## config.mk

```make
export PLATFORM = sky130hd
export DESIGN_NAME = codec_ser_writer
export DESIGN_NICKNAME = d
export VERILOG_FILES = /design/src/rtl/codec_wr_pkg.sv /design/src/rtl/codec_step_timer.sv /design/src/rtl/codec_frame_shifter.sv /design/src/rtl/codec_link_seq.sv /design/src/rtl/codec_ser_writer.sv
export SDC_FILE = /design/constraint.sdc
export NUM_CORES = 1
export LEC_CHECK = 0
export ABC_CLOCK_PERIOD_IN_PS = 2200
export BUFFER_PORTS_ARGS = -buffer_cell sky130_fd_sc_hd__buf_2
export CAP_MARGIN = 20
export CELL_PAD_IN_SITES_DETAIL_PLACEMENT = 2
export CELL_PAD_IN_SITES_GLOBAL_PLACEMENT = 2
export CORE_UTILIZATION = 36
export CTS_CLUSTER_DIAMETER = 120
export DETAILED_ROUTE_END_ITERATION = 10
export PLACE_DENSITY = 0.75
export SLEW_MARGIN = 40
export SYNTH_ARGS = -nofsm -noshare
export SYNTH_HDL_FRONTEND = slang
export SYNTH_SLANG_ARGS = --single-unit
```

## constraint.sdc

```tcl
create_clock -name clk -period 2.2 [get_ports clk]
set_input_delay 0.66 -clock clk [delete_from_list [all_inputs] [get_ports clk]]
set_output_delay 0.66 -clock clk [all_outputs]
set_load 0.02 [all_outputs]
```

## src/rtl/codec_wr_pkg.sv

```systemverilog
package codec_wr_pkg;

    localparam int FRAME_W = 16;
    localparam int ADDR_W  = 5;
    localparam int DATA_W  = 8;

    localparam logic [1:0] DEV_CODE = 2'b10;
    localparam logic       WR_FLAG  = 1'b1;

    typedef enum logic [2:0] {
        PH_IDLE,
        PH_PRE,
        PH_SEL,
        PH_CLO,
        PH_DAT,
        PH_CHI,
        PH_END
    } phase_t;

    typedef struct packed {
        logic [1:0] cs_n;
        logic       sclk;
        logic       sdat;
    } link_t;

    localparam link_t LINK_REST = '{cs_n: 2'b11, sclk: 1'b1, sdat: 1'b1};

    function automatic logic [FRAME_W-1:0] pack_frame(
        input logic [ADDR_W-1:0] addr,
        input logic [DATA_W-1:0] data
    );
        return {DEV_CODE, WR_FLAG, addr, data};
    endfunction

    function automatic logic [1:0] select_for(input logic upper);
        return upper ? 2'b01 : 2'b10;
    endfunction

endpackage

```

## src/rtl/codec_step_timer.sv

```systemverilog
module codec_step_timer #(
    parameter int DELAY_CYC = 12500
) (
    input  logic clk,
    input  logic rst,
    input  logic run,
    output logic done
);
    localparam int CNT_W = (DELAY_CYC > 1) ? $clog2(DELAY_CYC) : 1;
    localparam logic [CNT_W-1:0] LAST = CNT_W'(DELAY_CYC - 1);

    logic [CNT_W-1:0] cnt;

    assign done = run && (cnt == LAST);

    always_ff @(posedge clk) begin
        if (rst || !run || done) begin
            cnt <= '0;
        end else begin
            cnt <= cnt + 1'b1;
        end
    end

endmodule

```

## src/rtl/codec_frame_shifter.sv

```systemverilog
module codec_frame_shifter
    import codec_wr_pkg::*;
(
    input  logic               clk,
    input  logic               rst,
    input  logic               load,
    input  logic [FRAME_W-1:0] word,
    input  logic               shift,
    output logic               msb,
    output logic               last
);
    localparam int BIT_W = $clog2(FRAME_W);
    localparam logic [BIT_W-1:0] FINAL = BIT_W'(FRAME_W - 1);

    logic [FRAME_W-1:0] sreg;
    logic [BIT_W-1:0]   bidx;

    assign msb  = sreg[FRAME_W-1];
    assign last = (bidx == FINAL);

    always_ff @(posedge clk) begin
        if (rst) begin
            sreg <= '1;
            bidx <= '0;
        end else if (load) begin
            sreg <= word;
            bidx <= '0;
        end else if (shift) begin
            sreg <= {sreg[FRAME_W-2:0], 1'b1};
            bidx <= bidx + 1'b1;
        end
    end

endmodule

```

## src/rtl/codec_link_seq.sv

```systemverilog
module codec_link_seq
    import codec_wr_pkg::*;
(
    input  logic       clk,
    input  logic       rst,
    input  logic       start,
    input  logic       upper,
    input  logic       tick,
    input  logic       last_bit,
    input  logic       cur_bit,
    output logic       idle,
    output logic       load_en,
    output logic       shift_en,
    output logic [1:0] cs_n,
    output logic       sclk,
    output logic       sdat
);
    phase_t     phase, phase_nxt;
    link_t      link, link_nxt;
    logic [1:0] pick;

    assign idle    = (phase == PH_IDLE);
    assign load_en = idle && start;
    assign cs_n    = link.cs_n;
    assign sclk    = link.sclk;
    assign sdat    = link.sdat;

    always_comb begin
        phase_nxt = phase;
        link_nxt  = link;
        shift_en  = 1'b0;
        unique case (phase)
            PH_IDLE: begin
                link_nxt = LINK_REST;
                if (start) phase_nxt = PH_PRE;
            end
            PH_PRE: if (tick) begin
                phase_nxt     = PH_SEL;
                link_nxt.cs_n = pick;
            end
            PH_SEL: if (tick) begin
                phase_nxt     = PH_CLO;
                link_nxt.sclk = 1'b0;
            end
            PH_CLO: if (tick) begin
                phase_nxt     = PH_DAT;
                link_nxt.sdat = cur_bit;
            end
            PH_DAT: if (tick) begin
                phase_nxt     = PH_CHI;
                link_nxt.sclk = 1'b1;
            end
            PH_CHI: if (tick) begin
                if (last_bit) begin
                    phase_nxt = PH_END;
                    link_nxt  = LINK_REST;
                end else begin
                    phase_nxt     = PH_CLO;
                    link_nxt.sclk = 1'b0;
                    shift_en      = 1'b1;
                end
            end
            PH_END: if (tick) phase_nxt = PH_IDLE;
            default: begin
                phase_nxt = PH_IDLE;
                link_nxt  = LINK_REST;
            end
        endcase
    end

    always_ff @(posedge clk) begin
        if (rst) begin
            phase <= PH_IDLE;
            link  <= LINK_REST;
            pick  <= 2'b11;
        end else begin
            phase <= phase_nxt;
            link  <= link_nxt;
            if (load_en) pick <= select_for(upper);
        end
    end

    // at most one device selected at a time
    assert_one_select_R2: assert property (@(posedge clk) disable iff (rst)
        $countones(~cs_n) <= 1);

    // with no select active the clock and data rest high
    assert_rest_high_R3: assert property (@(posedge clk) disable iff (rst)
        (&cs_n) |-> (sclk && sdat));

    // data is settled before the receiver samples on the rising clock
    assert_data_settled_R5: assert property (@(posedge clk) disable iff (rst)
        $rose(sclk) |-> $stable(sdat));

    // release of the select coincides with clock and data high
    assert_release_together_R6: assert property (@(posedge clk) disable iff (rst)
        ($rose(cs_n[0]) || $rose(cs_n[1])) |-> (sclk && sdat && (&cs_n)));

endmodule

```

## src/rtl/codec_ser_writer.sv

```systemverilog
module codec_ser_writer
    import codec_wr_pkg::*;
#(
    parameter int DELAY_CYC = 12500,
    parameter int IDX_W     = 3,
    parameter int MAX_CHIP  = 3
) (
    input  logic              clk,
    input  logic              rst,
    input  logic              req_valid,
    output logic              req_ready,
    input  logic [IDX_W-1:0]  req_chip,
    input  logic [ADDR_W-1:0] req_addr,
    input  logic [DATA_W-1:0] req_data,
    output logic [1:0]        cs_n,
    output logic              sclk,
    output logic              sdata
);
    localparam logic [IDX_W-1:0] CHIP_LIMIT = IDX_W'(MAX_CHIP);

    logic fire, chip_ok, start, upper;
    logic idle, tick, load_en, shift_en, cur_bit, last_bit;

    assign req_ready = idle;
    assign fire      = req_valid && req_ready;
    assign chip_ok   = (req_chip <= CHIP_LIMIT);
    assign start     = fire && chip_ok;
    assign upper     = (req_chip != '0);

    codec_step_timer #(.DELAY_CYC(DELAY_CYC)) u_timer (
        .clk  (clk),
        .rst  (rst),
        .run  (!idle),
        .done (tick)
    );

    codec_frame_shifter u_shift (
        .clk   (clk),
        .rst   (rst),
        .load  (load_en),
        .word  (pack_frame(req_addr, req_data)),
        .shift (shift_en),
        .msb   (cur_bit),
        .last  (last_bit)
    );

    codec_link_seq u_seq (
        .clk      (clk),
        .rst      (rst),
        .start    (start),
        .upper    (upper),
        .tick     (tick),
        .last_bit (last_bit),
        .cur_bit  (cur_bit),
        .idle     (idle),
        .load_en  (load_en),
        .shift_en (shift_en),
        .cs_n     (cs_n),
        .sclk     (sclk),
        .sdat     (sdata)
    );

    // an out-of-range chip index leaves the engine idle and the link quiet
    assert_reject_quiet_R7: assert property (@(posedge clk) disable iff (rst)
        (fire && !chip_ok) |=> (req_ready && (&cs_n) && sclk && sdata));

    // an accepted request blocks further acceptance
    assert_hold_off_R8: assert property (@(posedge clk) disable iff (rst)
        (fire && chip_ok) |=> !req_ready);

endmodule

```

Word-level counts from Yosys, hierarchy flattened:

Cells that the tools add are included.

* register bits after elaboration: 43
* input port bits: 19
* output and inout port bits: 5
* word-level logic and storage cells: 75

* $add $sub $neg: 2
* $lt $le $gt $ge: 1
* equality and inequality tests: 16
* mux-type cells: 26
* bitwise logic cells: 3
* reductions and logical operators: 18

Operators by type and width (number)
* $mux 15: 2
* $mux 3: 8
* $pmux 3 s7: 1
* $add 14x1->14 const B: 1
* $eq 14x14->1 const B: 1
* $ne 2x2->1 const B: 7
* $reduce_and 4->1: 3
* $eq 3x3->1 const B: 3
* $mux 1: 8
* $reduce_or 4->1: 2
* $reduce_and 7->1: 1
* $eq 3x2->1 const B: 2
* $mux 2: 3
* $pmux 2 s3: 1
* $add 4x1->4 const B: 1
* $eq 4x4->1 const B: 1
* $logic_and 1x1->1: 4
* $mux 4: 1
* $pmux 1 s4: 1
* $eq 3x1->1 const B: 1
* $le 3x2->1 const B: 1
* $logic_not 3->1: 1
* $not 1->1: 3
* $pmux 1 s3: 1
* 7 further kinds: 8

Longest topological paths before layout:

Gate-level depths: netlist of the first run.

* word-level depth: 7
* mapped depth: 7
* depth with buffers taken out: 6

Cells and area by module:

From an unflattened synthesis of the first run, not the netlist that was laid out.

* cell total of the unflattened synthesis: 236
* area total of the unflattened synthesis: 2239.6 sq um

Modules (own cells, without submodules)
* codec_frame_shifter: times used 1, cells an instance 89, area each 1023.5 sq um, seq. area each 400.4 sq um
* codec_step_timer: times used 1, cells an instance 73, area each 635.6 sq um, seq. area each 280.3 sq um
* codec_link_seq: times used 1, cells an instance 69, area each 553.0 sq um, seq. area each 180.2 sq um
* codec_ser_writer: times used 1, cells an instance 5, area each 27.5 sq um, seq. area each 0.0 sq um

Least setup slack after synthesis of the first run:

Ideal clock, no wire load.

* path type: reg-to-reg
* start: register u_seq.phase[0]
* end: register u_seq.pick[0]
* library setup time: 0.128 ns
* data arrival time: 1.658 ns
* required time: 2.072 ns
* setup slack: 0.413 ns
* cell stages (with the launch flop): 6
* path buffers: 1
* period minus slack after synthesis: 1.787 ns
* cells stage by stage: dfxtp_1 -> buf_2 -> nor3_1 -> nand3b_1 -> nor3_1 -> o21ai_0

* word-level cells in the longest chain between the ends: 4

Ends and longest elaborated chain
* start, declared: line codec_link_seq.sv:18 `phase_t phase, phase_nxt;`
* start signal, assigned: line codec_link_seq.sv:77 `phase <= phase_nxt;`
* $logic_not 3->1 (*): line codec_link_seq.sv:22 `assign idle = (phase == PH_IDLE);`
* via req_ready: line codec_ser_writer.sv:11 `output logic req_ready,`
* $logic_and 1x1->1: line codec_ser_writer.sv:25 `assign fire = req_valid && req_ready;`
* $logic_and 1x1->1: line codec_ser_writer.sv:27 `assign start = fire && chip_ok;`
* $logic_and 1x1->1 (*): line codec_link_seq.sv:23 `assign load_en = idle && start;`
* end signal, assigned: line codec_link_seq.sv:79 `if (load_en) pick <= select_for(upper);`
* end, declared: line codec_link_seq.sv:20 `logic [1:0] pick;`

The timed path passes the listed nets; every way through them passes the cells marked *.
A chain may end at the register's enable or synchronous reset.

Worst setup path in the final report of the first run:

* start: register u_timer.cnt[0]
* end: register u_shift.sreg[13]

* word-level cells in the longest chain between the ends: 4

Ends and longest elaborated chain
* start, declared: line codec_step_timer.sv:12 `logic [CNT_W-1:0] cnt;`
* start signal, assigned: line codec_step_timer.sv:20 `cnt <= cnt + 1'b1;`
* $eq 14x14->1: line codec_step_timer.sv:14 `assign done = run && (cnt == LAST);`
* $logic_and 1x1->1: line codec_step_timer.sv:14
* $mux 1: line codec_link_seq.sv:53 `PH_CHI: if (tick) begin`
* $mux 1: line codec_link_seq.sv:32 `unique case (phase)`
* end signal, assigned: line codec_frame_shifter.sv:26 `sreg <= word;`
* end signal, assigned: line codec_frame_shifter.sv:29 `sreg <= {sreg[FRAME_W-2:0], 1'b1};`
* end, declared: line codec_frame_shifter.sv:15 `logic [FRAME_W-1:0] sreg;`

No other way between the ends.

==> summary by stage, run 1 <==
Critical path
The sort of element at the start of the critical path is a register. The worst setup path is captured at a register. In this run the worst setup path begins at u_timer.cnt[0]. The reg-to-reg critical path endpoint is u_shift.sreg[13]. The setup slack on the worst flop-to-flop path is 0.21 ns.

The worst setup path category is reg2reg. Following the worst setup path forward leads to its endpoint at u_shift.sreg[13]. The critical path data required time is 2.39 ns. Of all nets on the critical path, the largest fanout is 20. The biggest cell delay along the critical path is 0.39 ns. The cell with the biggest individual delay on the critical path is sky130_fd_sc_hd__dfxtp_1. The arrival time at the worst endpoint is 2.18 ns. The worst register-to-register path has a depth of 7. Traced cell by cell, the critical path runs through ha_1 -> and4bb_4 -> nand4_4 -> nor3_2 -> buf_4 -> mux2i_1 -> nand2_1. The reg-to-reg critical path startpoint is u_timer.cnt[0].

Timing
On the final layout, the worst clock skew is 0.00618 ns. The post-route clock period utilization is 90.3%. The count of final max-slew check failures came to 0. The headroom to the max-slew limit is 66.7%. The number of hold violations in the final report came to 0. After routing, the total negative slack on setup checks comes to 0 ns. The transition time of the tightest slew-check pin is 0.499 ns. The highest clock frequency the design can meet is 503 MHz. The final period demand of the worst path is 1.99 ns. Setup repair after global routing left no endpoint under its margin. The number of setup violations in the final report is 0.

Floorplan
The top-level I/O count is 24. The die is 77.3 um tall. The initial core utilization is 37.3%. The total number of placement rows is 27.

In this run the horizontal extent of the chip is 77.3 um. The core region is 5470 sq um. The area enclosed by the die boundary is 5980 sq um.

Clock network
The number of gates resized after CTS was 1. The clock tree from TritonCTS is done. Counting every sink on the clock net gives 43.

The number of hold buffers added after CTS was 0. The number of setup buffers added after CTS is 0. The total clock buffers created by CTS is 5. The clock transition at the registers of the reported paths is 0.08 ns. The number of buffers on the longest clock path is 2. The clock insertion delay at the later pin of the skew report is 0.30 ns. The H-tree was split into 2 levels. The cell at the root of the clock tree is sky130_fd_sc_hd__clkbuf_8.

Synth
Summing the sequential cell areas from Yosys gives 42.1% of the chip area. The cell count after synthesis is 216. Synthesis produced a netlist with a net count of 237.

Among all flip-flop cells after synthesis, the most frequent one is sky130_fd_sc_hd__dfxtp_1. Yosys mapped a number of flops with a built-in enable equal to 0. The number of warnings reported in the yosys synthesis log is 0. The share of the synthesized area in compound gates (AO/OA/AOI/OAI) is 18.2%. The simple-gate portion of the synthesized area is 24.1%. The post-synth design cell area is 2040 sq um. After Yosys synthesis, full adders, half adders and majority gates account for 1.22% of the synthesized area.

After Yosys synthesis, XOR and XNOR cells account for 6.43% of the synthesized area. Each instance of the synthesized netlist takes up on average 9.46 sq um. By area, the combinational part of the netlist is dominated by simple AND/OR/NAND/NOR gates. In the synthesized netlist, mux cells make up 1.47% of the area. The synthesis-stage register bit count is 43. Counting distinct cell types in the post-synthesis netlist gives 49. The async set or reset register ratio after synthesis is 0%.

Global routing
The initial antenna violation count is 0. The pin count of the biggest net entering global routing is 21. The first global-routing pass estimated 8100 um of wire.

The via count of the first global-routing pass is 1632. For this run, the total global-route usage over all layers was measured as 17.4%. Summed over all layers, the global routing overflow is 0.

Pwr
The power density over cell area is 629 nW/um^2. Per report_power, the sequential group accounts for 56.5% of the total. IR analysis of the VDD net gives a maximum drop of 0.358 mV. The cell-internal power is 0.00110 W.

In this run switching power makes up 23.7% of total power. The clock network is responsible for 35.5% of the overall power. The combinational power share is 8.0%. In this run the static leakage power is 0.840 nW. The switching component of the power is 0.000341 W.

Min path
The class of the most critical hold timing path is reg2reg.

Placement
During placement, the flow inserted port buffers numbering 23. The wire-length estimate of the detail-placed layout is 3510 um. In this run the cell area measured after placement is 2200 sq um. The last weighted congestion value of the routability-driven placer is 0.726.

Layout
0 antenna diodes ended up in the layout. The core occupancy in the finished layout is 41.9%. In the final design database the tool counted 262 nets.

The layout-stage area growth over the synthesis result is 12.1%. The layout filler cell count is 643. The finished cells cover 2290 sq um. The share of cells above drive strength 1 is 22.4%.

Routing
The number of nets with antenna violations after detailed routing is 0. The routed length per instance is 15.9 um. After the first detailed-routing iteration, the DRC count stood at 74. The total routed wirelength is 4980 um. After detailed routing, the number of remaining DRC violations is 0.

After detailed routing, the number of vias per cell comes to 5.33. The first-pass iteration count of the detailed router is 4. The detailed router placed 1668 vias in this run.

Flow run
Max-cap violations in this run came to 0.

Status
The run finished with clean final reports.
==> flip-flops by register name, summed over array words and instances, names as in the netlist <==
register / count
u_seq.cs_n: 2
u_timer.cnt: 14
u_shift.bidx: 4
u_seq.phase: 3
u_shift.sreg: 16
u_seq.pick: 2
u_seq.sclk: 1
u_seq.sdat: 1
==> layout by cell type, fill, tap and decap left out, drive strengths merged, types with 8 or more instances in the layout <==
cell type / netlist / routed
a21o: 13 / 13
a21oi: 10 / 10
a221o: 13 / 13
buf: 8 / 31
dfxtp: 43 / 43
nand2: 16 / 16
nand3: 9 / 9
nor2: 29 / 29
nor4: 8 / 8
xnor2: 9 / 9
==> cells in the mapped netlist (2+ instances only) <==
master	count	area (sq um)
sky130_fd_sc_hd__a21oi_1	9	45.0
sky130_fd_sc_hd__xor2_1	6	52.6
sky130_fd_sc_hd__nor4_1	7	43.8
sky130_fd_sc_hd__nand2b_1	2	12.5
sky130_fd_sc_hd__inv_1	5	18.8
sky130_fd_sc_hd__nand2_1	15	56.3
sky130_fd_sc_hd__mux2i_1	3	30.0
sky130_fd_sc_hd__ha_1	2	25.0
sky130_fd_sc_hd__nor3_1	5	25.0
sky130_fd_sc_hd__a221o_1	12	120
sky130_fd_sc_hd__xnor2_1	9	78.8
sky130_fd_sc_hd__buf_6	3	33.8
sky130_fd_sc_hd__clkbuf_8	2	27.5
sky130_fd_sc_hd__nand3_1	9	45.0
sky130_fd_sc_hd__dfxtp_1	43	861
sky130_fd_sc_hd__a31oi_1	2	12.5
sky130_fd_sc_hd__a21o_1	13	97.6
sky130_fd_sc_hd__nor2_1	28	105
sky130_fd_sc_hd__nor2b_1	2	12.5
sky130_fd_sc_hd__o21ai_0	7	35.0
sky130_fd_sc_hd__buf_2	4	20.0
==> worst max-delay path: cells and delay by family (launching register included) <==
family	cells	cell delay, ns
muxes	1	0.24
DFF	1	0.39
adders and majority gates	1	0.26
buffers and inverters	1	0.30
and+or+nand+nor	4	0.69
==> cell families (layout without fill, tap and decap cells) <==
family          count (synthesis)  count (layout)
buf+inv                        18              43
mux                             3               3
fa+ha+maj                       2               2
compound gates                 49              49
flops                          43              43
simple gates                   86              86
xor+xnor                       15              15
==> power by group through the flow <==
stage	clock, W	combinational (W)	sequential, W
finish	0.000511	0.000115	0.000815
global placement	0	0.000113	0.000832
detailed placement	0	0.000116	0.000833
global route	0.000562	0.000127	0.000818
CTS	0.000534	0.000118	0.000815
floorplan	0	0.0000794	0.000828
==> metal layers <==
metal  share of wire (%)  track usage, %  routed length (um)  up-vias
met2                  48            28.8                2400       14
met4                 1.3            5.66                  65        0
met5                   0               0                   0        -
li1                    -               -                   -      830
met3                 2.1            3.65                 103        7
met1                  48            22.4                2410      817
==> cell type report <==
| cell class | count | area, sq um | area share (%) |
|---|---|---|---|
| clock buffer | 6 | 82.6 | 3.60 |
| sequential | 43 | 861 | 37.6 |
| timing repair buffer | 31 | 175 | 7.65 |
| inverter | 5 | 18.8 | 0.819 |
| multi-input combinational | 155 | 1060 | 46.2 |
| tap | 72 | 90.1 | 3.93 |
| clock inverter | 1 | 5.00 | 0.218 |
==> worst min-delay path by stage <==
stage,startpoint,to,slack [ns],cells after the start
floorplan,u_shift.sreg[12],u_shift.sreg[12],0.43,1
global placement,u_shift.sreg[1],u_shift.sreg[1],0.44,1
detailed placement,u_shift.sreg[10],u_shift.sreg[10],0.45,1
CTS,u_shift.sreg[12],u_shift.sreg[12],0.47,1
global route,u_shift.sreg[4],u_shift.sreg[4],0.48,1
finish,u_shift.sreg[4],u_shift.sreg[4],0.46,1
==> metrics by stage <==
stage / setup slack, ns / hold WS [ns] / cells / power (W)
after global placement: 0.286 / 0.439 / 306 / 0.000945
after global routing: 0.0647 / 0.478 / 313 / 0.00151
final: 0.213 / 0.462 / 313 / 0.00144
after CTS: 0.193 / 0.467 / 313 / 0.00147
after floorplan: 0.413 / 0.426 / 216 / 0.000908
after detailed placement: 0.246 / 0.446 / 306 / 0.000949
No activity file was read; power rests on OpenSTA's default activity.
==> inputs of run 2 (changes only) <==
Settings changed: REMOVE_ABC_BUFFERS set to 1.
==> run 2 against run 1 <==
Hold slack improved by 0.0016 ns. Core utilization fell by 0.069 points. Via count rose by 0.60%. Routed wire length rose by 6.1%. Final area fell by 0.16%. Power fell by 0.22%. Sequential power barely moved. First-iteration DRC count rose by 5.4%. Die area did not move. Global-route usage rose by 1.5 points. Sequential share of layout area rose by 0.062 points. Register-to-register slack barely moved. Critical endpoint is now req_ready. Largest cell class unchanged.
==> summary by stage, run 2 (synthesized netlist as in run 1, its figures left out) <==
Critical path
The sort of element at the start of the critical path is a register. The arrival time at the worst endpoint came to 1.38 ns (-0.80 ns). The worst setup path is captured at an output port. The critical path data required time is 1.54 ns (-0.85 ns). The maximum fanout count along the critical path is 10 (-50%). The sum of buffers and inverters on the critical path is 1 (unchanged). Walking the worst path, the cells encountered are nor3_1 -> buf_2. The setup slack on the worst flop-to-flop path came to 0.22 ns (about the same). The biggest cell delay along the critical path came to 0.43 ns (+0.04 ns). The worst setup path category is reg2out. Among all stages on the critical path, the largest delay is contributed by sky130_fd_sc_hd__dfxtp_1. Broken down by cell family, the worst path's largest delay share belongs to flip-flops.

Routing
The first-pass iteration count of the detailed router is 4 (unchanged). The post-detailed-route via-to-cell ratio was 5.34 (+0.28%). The number of nets with antenna violations after detailed routing came to 0 (unchanged).

The remaining design rule violation count is 0 (unchanged). The detailed-route via count was 1678 (+0.60%). The total routed wirelength is 5290 um (+6.1%).

The iteration-0 DRC count of the detailed router is 78 (+5.4%). The routed length per instance is 16.8 um (+5.8%).

Layout
The number of nets in the layout came to 262 (unchanged). The filler-free cell count of the finished design was 314 (+0.32%). The register with the most flip-flops is u_shift.sreg. The number of diodes is 0 (unchanged).

The flip-flop count of the largest register, all copies and words added is 16 (unchanged). The share of cells above drive strength 1 is 21.9% (-0.51 points). The layout filler cell count is 627 (-2.5%). Leaving out fill and tap cells, the most frequent cell in the layout is sky130_fd_sc_hd__dfxtp_1.

The layout-stage area growth over the synthesis result is 11.9%. In the layout the commonest cells are sky130_fd_sc_hd__dfxtp_1, sky130_fd_sc_hd__nor2_1, sky130_fd_sc_hd__buf_2. In the final layout, the registers with the most flip-flops are u_shift.sreg (16), u_timer.cnt (14), u_shift.bidx (4).

Floorplan
The top-level I/O count was 24 (unchanged). The placeable core region was 5470 sq um (unchanged). The total number of placement rows came to 27 (unchanged). The initial core utilization is 37.3% (unchanged).

The area enclosed by the die boundary is 5980 sq um (unchanged). The die extent in x is 77.3 um (unchanged). The vertical extent of the die was 77.3 um (unchanged).

Timing
The post-route clock period utilization is 92.7% (+2.4 points). The transition time of the tightest slew-check pin is 0.503 ns (+0.00424 ns). The sum of negative setup slack came to 0 ns (unchanged). The worst hold slack after final layout is 0.463 ns (+0.00161 ns). The worst clock skew is 0.00997 ns (+0.00379 ns). The count of final max-slew check failures was 0 (unchanged).

The headroom to the max-slew limit is 66.4% (-0.28 points). The number of setup violations in the final report is 0 (unchanged). The final period demand of the worst path came to 2.04 ns (+0.0519 ns). The worst path setup slack after routing is 0.161 ns (-0.0519 ns). The number of hold violations in the final report is 0 (unchanged).

Setup repair after global routing left no endpoint under its margin. The highest clock frequency the design can meet is 490 MHz (-2.5%).

Pwr
The power density over cell area was 629 nW/um^2 (about the same). The maximum resistive drop on vdd is 0.217 mV (-40%). The cell leakage power came to 0.835 nW (-0.60%).

Clock network
The clock tree from TritonCTS is done. The total clock buffers created by CTS is 5 (unchanged). The number of buffers on the longest clock path is 2 (unchanged). The count of clock tree sinks is 43 (unchanged). In this run the clock root is driven by a sky130_fd_sc_hd__clkbuf_8. The count of H-tree levels built during CTS is 2 (unchanged). The clock transition at the registers of the reported paths is 0.09 ns (about the same). The post-CTS setup repair buffer count is 0 (unchanged). The post-cts resize count is 0 (-1). The clock insertion delay at the later pin of the skew report is 0.30 ns (about the same). The hold buffer count at CTS was 0 (unchanged).

Placement
The worst setup timing slack at the placement stage came to 0.192 ns (-0.0533 ns). The number of I/O port buffers is 23 (unchanged). The HPWL reported at the end of detailed placement is 3710 um (+5.8%). The number of placed instances, taps included was 306 (unchanged).

The last weighted congestion value of the routability-driven placer is 0.751 (+3.5%).

Global routing
The total global routing overflow was 0 (unchanged). The via count of the first global-routing pass is 1791 (+9.7%). The pin count of the biggest net entering global routing is 19 (-9.5%).

The initial antenna violation count is 0 (unchanged). The combined global-route utilization of all metal layers is 18.9% (+1.5 points). The global-route wire length before repair is 8890 um (+9.7%).

Min path
The class of the most critical hold timing path is reg2reg.

Status
The flow ran to the end, and the final reports show no timing, DRC or antenna violations.

Flow run
The total of max-cap violations is 0 (unchanged).
-- run 2: final timing paths --
path / startpoint / end / cells past startpoint
hold / removal: u_shift.sreg[10] / u_shift.sreg[10] / 1
hold reg to reg: u_shift.sreg[10] / u_shift.sreg[10] / 1
setup reg to reg: u_timer.cnt[0] / u_shift.sreg[15] / 7
setup / recovery: u_seq.phase[2] / req_ready / 2
-- run 2: cell type report --
type                       count  area (sq um)  area share, %
multi-input combinational    155          1050           46.1
sequential                    43           861           37.6
timing repair buffer          31           179           7.82
tap                           72          90.1           3.94
clock buffer                   6          72.6           3.17
inverter                       5          18.8          0.821
clock inverter                 2          12.5          0.547
-- run 2: per-stage QoR --
step / instance area (sq um) / total power, W / utilization, %
finish: 2290 / 0.00144 / 41.8
detailed placement: 2200 / 0.000949 / 40.1
global placement: 2200 / 0.000944 / 40.1
CTS: 2280 / 0.00147 / 41.7
global route: 2290 / 0.00150 / 41.8
floorplan: 1930 / 0.000894 / -
-- run 2: layer usage --
layer	up-vias	part of all wire (%)	global-route usage [%]	wire length, um
met1	828	47	23.3	2470
met4	0	1.0	5.09	53
met5	-	0	0	0
met2	22	49	33.4	2600
met3	5	3.1	3.65	166
li1	823	-	-	-
-- run 2: worst reg2reg max path, cell delays in order (launching register included) --
cell and delay [ns]:
sky130_fd_sc_hd__dfxtp_1 0.39, sky130_fd_sc_hd__ha_1 0.26, sky130_fd_sc_hd__and4bb_4 0.28, sky130_fd_sc_hd__nand4_4 0.14
sky130_fd_sc_hd__nor3_2 0.25, sky130_fd_sc_hd__buf_6 0.24, sky130_fd_sc_hd__mux2i_1 0.23, sky130_fd_sc_hd__nand2_1 0.08
-- run 2: power breakdown --
part | switching [W] | internal [W] | total [W]
registers | 0.0000135 | 0.000801 | 0.000815
logic | 0.0000641 | 0.0000507 | 0.000115
clock network | 0.000286 | 0.000222 | 0.000509
total | 0.000364 | 0.00107 | 0.00144
